`src/rtl/mbout_pkg.sv`:
```
package mbout_pkg;
  // byte labels on the mode bus
  localparam logic [3:0] MODE_GOB   = 4'h0;
  localparam logic [3:0] MODE_MBNUM = 4'h1;
  localparam logic [3:0] MODE_CTRL  = 4'h2;
  localparam logic [3:0] MODE_QUANT = 4'h3;
  localparam logic [3:0] MODE_WAIT  = 4'hF;
  // tag meaning "bus holds primary data"
  localparam logic [2:0] TAG_PRIMARY = 3'd7;
  // control bits of a generated repeat macroblock: fixed, intra
  localparam logic [6:0] CTRL_FIXED = 7'h01;
endpackage

```
`src/rtl/mbout_pos_step.sv`:
```
module mbout_pos_step #(
  parameter int GOB_W     = 4,
  parameter int MB_W      = 6,
  parameter int CIF_GOBS  = 12,
  parameter int QCIF_LAST = 5,
  parameter int MBS       = 33
) (
  input  logic             cif,
  input  logic [GOB_W-1:0] cur_gob,
  input  logic [MB_W-1:0]  cur_mb,
  output logic [GOB_W-1:0] nxt_gob,
  output logic [MB_W-1:0]  nxt_mb
);
  always_comb begin
    nxt_gob = cur_gob;
    nxt_mb  = cur_mb + 1'b1;
    if (cur_mb >= MB_W'(MBS)) begin
      nxt_mb = MB_W'(1);
      if (cif) begin
        nxt_gob = (cur_gob >= GOB_W'(CIF_GOBS)) ? GOB_W'(1) : cur_gob + 1'b1;
      end else begin
        nxt_gob = (cur_gob >= GOB_W'(QCIF_LAST)) ? GOB_W'(1) : cur_gob + GOB_W'(2);
      end
    end
  end
endmodule

```
`src/rtl/mbout_strobe_timer.sv`:
```
module mbout_strobe_timer #(
  parameter int SLOT_TICKS = 1024,
  localparam int CNT_W     = $clog2(SLOT_TICKS)
) (
  input  logic             clk,
  input  logic             rst_n,
  input  logic             slot_go,
  output logic             tick,
  output logic             strobe,
  output logic             slot_open,
  output logic             active,
  output logic [CNT_W-1:0] idx
);
  localparam logic [CNT_W-1:0] LAST = CNT_W'(SLOT_TICKS - 1);

  logic             phase_q, phase_d;
  logic             act_q, act_d;
  logic [CNT_W-1:0] cnt_q, cnt_d;

  always_comb begin
    phase_d = ~phase_q;
    act_d   = act_q;
    cnt_d   = cnt_q;
    if (phase_q) begin
      if (slot_go) begin
        act_d = 1'b1;
        cnt_d = '0;
      end else if (act_q) begin
        if (cnt_q == LAST) act_d = 1'b0;
        else               cnt_d = cnt_q + 1'b1;
      end
    end
  end

  always_ff @(posedge clk or negedge rst_n) begin
    if (!rst_n) begin
      phase_q <= 1'b0;
      act_q   <= 1'b0;
      cnt_q   <= '0;
    end else begin
      phase_q <= phase_d;
      act_q   <= act_d;
      cnt_q   <= cnt_d;
    end
  end

  assign tick      = phase_q;
  assign strobe    = phase_q;
  assign slot_open = !act_q || (cnt_q == LAST);
  assign active    = act_q;
  assign idx       = cnt_q;


  strobe_toggle_chk: assert property (@(posedge clk) disable iff (!rst_n)
    $past(rst_n) |-> (strobe != $past(strobe)));
endmodule

```
`src/rtl/mbout_seq.sv`:
```
module mbout_seq
  import mbout_pkg::*;
#(
  parameter int SLOT_CLKS = 2048,
  parameter int GOB_W     = 4,
  parameter int MB_W      = 6,
  parameter int CIF_GOBS  = 12,
  parameter int QCIF_LAST = 5,
  parameter int MBS       = 33
) (
  input  logic             clk,
  input  logic             rst_n,
  input  logic             cif_mode,
  input  logic             rec_valid,
  output logic             rec_ready,
  input  logic [GOB_W-1:0] rec_gob,
  input  logic [MB_W-1:0]  rec_mb,
  input  logic [6:0]       rec_ctrl,
  input  logic             rec_has_quant,
  input  logic [7:0]       rec_quant,
  input  logic             side_valid,
  output logic             side_ready,
  input  logic [2:0]       side_tag,
  input  logic [7:0]       side_data,
  output logic             out_clk,
  output logic [7:0]       out_data,
  output logic [3:0]       out_mode,
  output logic [2:0]       out_tag
);
  localparam int SLOT_TICKS = SLOT_CLKS / 2;
  localparam int CNT_W      = $clog2(SLOT_TICKS);
  localparam int GAP_W      = $clog2(SLOT_CLKS + 1);

  logic             tick, slot_open, active, go, hit, prim;
  logic [CNT_W-1:0] idx;
  logic [GOB_W-1:0] gob_q, gob_d, nxt_gob;
  logic [MB_W-1:0]  mb_q, mb_d, nxt_mb;
  logic             hasq_q, hasq_d;
  logic [7:0]       quant_q, quant_d;
  logic [7:0]       data_q, data_d;
  logic [3:0]       mode_q, mode_d;
  logic [2:0]       tag_q, tag_d;

  mbout_strobe_timer #(.SLOT_TICKS(SLOT_TICKS)) u_timer (
    .clk(clk), .rst_n(rst_n), .slot_go(go), .tick(tick), .strobe(out_clk),
    .slot_open(slot_open), .active(active), .idx(idx));

  mbout_pos_step #(.GOB_W(GOB_W), .MB_W(MB_W), .CIF_GOBS(CIF_GOBS),
                   .QCIF_LAST(QCIF_LAST), .MBS(MBS)) u_step (
    .cif(cif_mode), .cur_gob(gob_q), .cur_mb(mb_q), .nxt_gob(nxt_gob), .nxt_mb(nxt_mb));

  assign go         = tick && slot_open && rec_valid;
  assign hit        = (rec_gob == nxt_gob) && (rec_mb == nxt_mb);
  assign rec_ready  = go && hit;
  assign prim       = active && ((idx == CNT_W'(0)) || (idx == CNT_W'(1)) ||
                                 ((idx == CNT_W'(2)) && hasq_q));
  assign side_ready = tick && side_valid && !go && !prim;

  always_comb begin
    gob_d   = gob_q;
    mb_d    = mb_q;
    hasq_d  = hasq_q;
    quant_d = quant_q;
    data_d  = data_q;
    mode_d  = mode_q;
    tag_d   = tag_q;
    if (tick) begin
      if (go) begin
        gob_d   = nxt_gob;
        mb_d    = nxt_mb;
        hasq_d  = hit && rec_has_quant;
        quant_d = rec_quant;
        mode_d  = MODE_CTRL;
        tag_d   = TAG_PRIMARY;
        data_d  = hit ? {cif_mode, rec_ctrl} : {cif_mode, CTRL_FIXED};
      end else if (prim) begin
        tag_d = TAG_PRIMARY;
        if (idx == CNT_W'(0)) begin
          mode_d = MODE_GOB;
          data_d = 8'(gob_q);
        end else if (idx == CNT_W'(1)) begin
          mode_d = MODE_MBNUM;
          data_d = 8'(mb_q);
        end else begin
          mode_d = MODE_QUANT;
          data_d = quant_q;
        end
      end else if (side_valid) begin
        mode_d = MODE_WAIT;
        tag_d  = side_tag;
        data_d = side_data;
      end else begin
        mode_d = MODE_WAIT;
        tag_d  = TAG_PRIMARY;
        data_d = 8'h00;
      end
    end
  end

  always_ff @(posedge clk or negedge rst_n) begin
    if (!rst_n) begin
      gob_q   <= GOB_W'(CIF_GOBS);
      mb_q    <= MB_W'(MBS);
      hasq_q  <= 1'b0;
      quant_q <= 8'h00;
      data_q  <= 8'h00;
      mode_q  <= MODE_WAIT;
      tag_q   <= TAG_PRIMARY;
    end else begin
      gob_q   <= gob_d;
      mb_q    <= mb_d;
      hasq_q  <= hasq_d;
      quant_q <= quant_d;
      data_q  <= data_d;
      mode_q  <= mode_d;
      tag_q   <= tag_d;
    end
  end

  assign out_data = data_q;
  assign out_mode = mode_q;
  assign out_tag  = tag_q;

  // checker state: clocks since the last control byte was loaded
  logic [GAP_W-1:0] gap_q;
  always_ff @(posedge clk or negedge rst_n) begin
    if (!rst_n)                                  gap_q <= GAP_W'(SLOT_CLKS);
    else if (!out_clk && out_mode == MODE_CTRL)  gap_q <= GAP_W'(1);
    else if (gap_q < GAP_W'(SLOT_CLKS))          gap_q <= gap_q + 1'b1;
  end


  slot_spacing_chk: assert property (@(posedge clk) disable iff (!rst_n)
    ($past(rst_n) && !out_clk && out_mode == MODE_CTRL) |-> (gap_q >= GAP_W'(SLOT_CLKS)));


  gob_after_ctrl_chk: assert property (@(posedge clk) disable iff (!rst_n)
    ($past(rst_n) && !out_clk && out_mode == MODE_GOB) |-> ($past(out_mode, 2) == MODE_CTRL));


  gob_range_chk: assert property (@(posedge clk) disable iff (!rst_n)
    (!out_clk && out_mode == MODE_GOB) |->
      (cif_mode ? (out_data >= 8'd1 && out_data <= 8'(CIF_GOBS))
                : (out_data == 8'd1 || out_data == 8'd3 || out_data == 8'd5)));


  accept_valid_chk: assert property (@(posedge clk) disable iff (!rst_n)
    rec_ready |-> rec_valid);


  side_emit_chk: assert property (@(posedge clk) disable iff (!rst_n)
    side_ready |=> (out_mode == MODE_WAIT && out_tag == $past(side_tag) &&
                    out_data == $past(side_data)));
endmodule

```
`config.mk`:
```
export PLATFORM = sky130hd
export DESIGN_NAME = mbout_seq
export DESIGN_NICKNAME = d
export VERILOG_FILES = /design/src/rtl/mbout_pkg.sv /design/src/rtl/mbout_pos_step.sv /design/src/rtl/mbout_strobe_timer.sv /design/src/rtl/mbout_seq.sv
export SDC_FILE = /design/constraint.sdc
export NUM_CORES = 1
export LEC_CHECK = 0
export BUFFER_PORTS_ARGS = -buffer_cell sky130_fd_sc_hd__buf_2
export CORE_MARGIN = 2
export CORE_UTILIZATION = 59
export CTS_BUF_LIST = sky130_fd_sc_hd__clkbuf_4 sky130_fd_sc_hd__clkbuf_8 sky130_fd_sc_hd__clkbuf_16
export DETAILED_ROUTE_END_ITERATION = 8
export PLACE_DENSITY = 0.92
export SKIP_CTS_REPAIR_TIMING = 1
export SLEW_MARGIN = 10
export SYNTH_ARGS = -nofsm -noshare
export SYNTH_HDL_FRONTEND = slang
export SYNTH_SLANG_ARGS = --single-unit
export TNS_END_PERCENT = 100
```
`constraint.sdc`:
```
create_clock -name clk -period 10.2 [get_ports clk]
set_input_delay 3.06 -clock clk [delete_from_list [all_inputs] [get_ports clk]]
set_output_delay 3.06 -clock clk [all_outputs]
set_load 0.005 [all_outputs]
```
==> run metrics <==
outcome=complete, no violations; Post-route DRC=0; reg-to-reg startpoint=mb_q[0]; vias per cell=between 6 and 7; Peak supply drop=~0.084 mV; setup tns final=0 ns; Core Area=about 0.0047 mm^2; leakage=between 1.5 and 2 nW; Top cell by count, worst path=buf_2; Syn Nets=around 390; detailed-route via count=roughly 2,800; slowest CP cell=or4b_2; layout cell share with drive strength beyond 1=a little over a fifth; Placed Cells=around 440; Synth Warn #=0; Netlist cell types=63; RePlAce Congestion=between 0.8 and 0.9; asr flop ratio synth=100%; Req. time, crit path=7.14 ns; CP max FO=3; Setup Skew=0.00737 ns; Chip Height=between 70 and 80 um; PortBufs=59; Hold WS=approximately 0.5 ns; fin nets=436; post-route minimum period=between 7 and 8 ns; Data arrival, critical path=roughly 4.8 ns; WP buf/inv=2; RSZ-0062 raised after global routing=false; Critical Path Start Type=input pin; pwr/cell area=a little under 100 mW/mm^2; critical path endpoint category=output port; io pins=60; GRT overflow=0; Setup crit start=rec_mb[4]; cells on worst reg2reg path=8; initial antenna violation count=0; Post-DRT Antenna Nets=0; post-synthesis cell area=0.00290 mm^2; number of global-route vias before repair=approximately 2,400; pin count of the biggest net entering global routing=46; Power Total=0.321 mW; CP endpoint=rec_ready; met3 Usage GRT=5.15%; met2 Usage GRT=slightly below 40%; Mapped Cells=roughly 340; R2R setup slack=7.10 ns; first-pass GRT wire length=around 11,000 um; delay-heaviest family, CP=simple AND/OR/NAND/NOR gates; total global-route track usage=about a quarter; CP peak stage delay=0.61 ns; Reg area=0.00114 mm^2; area growth from synthesis to layout=13.1%; clock root buffer=clkbuf_8; Pins Over Slew Limit=0; CTS max path bufs=2; worst hold path class=reg2reg; MaxCap Viol Count=0; register area share after synthesis=around two fifths; die area=0.00548 mm^2; fin cells=roughly 450; die width=roughly 74 um; hold violation total from the final report=0; DRT Pass-1 Iters=5; hpwl dp=4920 um; total wire length=around 6700 um; worst slew pin tran=around 0.95 ns; Clk Latency, worst-skew pair=0.30 ns; final worst slack=2.36 ns; Post-synth EDFFs=0; Wirelength per Cell=14.9 um; Diodes inserted=0; Worst-path clk slew=about 0.08 ns; Initial Util=a little over 60%; CP Class=in2out; final setup vio count=0; GR peak layer=met2; Seq cells post-synth=45; maximum clock rate=about 130 MHz; Cell Rows=25; Primary FF master, synth=dfrtp_1; crit-path cells=buf_2 -> xnor3_1 -> or4b_2 -> o311ai_0 -> nand3_1 -> and4b_1 -> buf_2; relative slew slack=a little under two fifths; H-tree depth=2; initial drt markers=358; Avg Cell Area, Syn=a little under 9 um^2; Num CTS Buffers=5; fillcell total=around 370; TritonCTS clock tree=yes; Clock Sinks=45; Worst path depth=7; Tcrit/Tclk final=about three quarters; dpl ws=2.34 ns; GR Util met1=a little over a third; Crit Reg-Reg Endpoint=out_data[4]; multi-input logic area=0.00160 mm^2
[where the power goes]
group,total (mW),internal [mW],switching [mW]
logic,0.0264,0.0128,0.0136
clock network,0.112,0.0538,0.0586
registers,0.182,0.181,0.00108
total,0.321,0.248,0.0733
[worst register-to-register path, cell delays in order, from the launching register on]
cell       delay (ns)
dfstp_2          0.63
ha_1             0.30
nand3_1          0.17
xnor3_1          0.21
or4b_2           0.61
o311ai_0         0.17
o2111ai_1        0.28
nor4_4           0.43
a221o_1          0.24
[worst min path at each step]
stage | to | cells past startpoint | slack (ns) | from
floorplan | quant_q[6] | 2 | 0.45 | quant_q[6]
global placement | quant_q[5] | 2 | 0.47 | quant_q[5]
detailed placement | quant_q[1] | 2 | 0.48 | quant_q[1]
CTS | quant_q[1] | 2 | 0.50 | quant_q[1]
global route | out_mode[2] | 1 | 0.52 | out_mode[2]
finish | out_mode[2] | 1 | 0.50 | out_mode[2]
[through the flow]
step | utilization (%) | instance area, um^2
floorplan | - | 2900
global placement | 67.4 | 3180
detailed placement | 67.4 | 3180
CTS | 69.3 | 3270
global route | 69.3 | 3270
finish | 69.3 | 3270
[final cells by class]
cell class | instances | area share (%)
flip-flops and latches | 45 | 34.8
inverters | 16 | 1.83
multi-input cells | 255 | 48.8
well taps | 67 | 2.56
clock inverters | 1 | 0.229
clock buffers | 7 | 2.56
repair buffers | 60 | 9.25
[routing by layer]
layer  routed length, um  part of all wire [%]
met2                3040                    45
met4                 102                   1.5
met3                 564                   8.4
met1                3030                    45
met5                   0                     0
[cell usage in the layout, fill, tap and decap left out, drive strengths merged, types with 4 or more instances in the layout]
master | synthesis | final
nor4 | 6 | 6
a31oi | 6 | 6
nor2 | 31 | 31
and3 | 8 | 8
buf | 6 | 60
nand2 | 45 | 45
or3 | 5 | 5
dfrtp | 35 | 35
clkbuf | 13 | 7
ha | 11 | 11
nand3 | 21 | 21
nor3 | 7 | 7
nand4 | 4 | 4
a211oi | 5 | 5
o21ai | 21 | 21
inv | 16 | 16
dfstp | 10 | 10
a221o | 7 | 7
a21oi | 15 | 15
xor2 | 8 | 8
[flip-flops by register name, summed over array words and instances (netlist names)]
register	count
out_data	8
u_timer.active	1
out_tag	3
u_timer.strobe	1
quant_q	8
gob_q	4
hasq_q	1
u_timer.idx	10
out_mode	3
mb_q	6
[synth_stat cells (all sizes together) (3+ instances only)]
| library cell | n | share of area, % |
|---|---|---|
| dfrtp | 35 | 30 |
| and2 | 3 | 0.65 |
| nand2 | 45 | 5.8 |
| a211oi | 5 | 1.3 |
| inv | 16 | 2.1 |
| nor4 | 6 | 1.8 |
| and3 | 8 | 1.7 |
| clkbuf | 13 | 1.7 |
| mux2i | 3 | 1.0 |
| or3 | 5 | 1.1 |
| a221o | 7 | 2.4 |
| dfstp | 10 | 9.1 |
| buf | 6 | 1.8 |
| nor3 | 7 | 1.2 |
| nand3 | 21 | 3.6 |
| a21oi | 15 | 2.6 |
| nand4 | 4 | 0.86 |
| o21ai | 21 | 3.6 |
| xor2 | 8 | 2.4 |
| ha | 11 | 4.8 |
| o22a | 3 | 0.91 |
| a31oi | 6 | 1.3 |
| nor2b | 3 | 0.65 |
| nor2 | 31 | 4.0 |
[kinds of logic after synthesis]
family | count (synthesis) | share of synthesized area [%]
and+or+nand+nor | 146 | 25.4
AOI/OAI and AO/OA | 83 | 19.8
DFF | 45 | 39.3
buffers and inverters | 35 | 5.53
xor gates and xnor gates | 11 | 3.80
adders and majority gates | 11 | 4.75
muxes | 4 | 1.43
No activity file was read; power rests on OpenSTA's default activity.
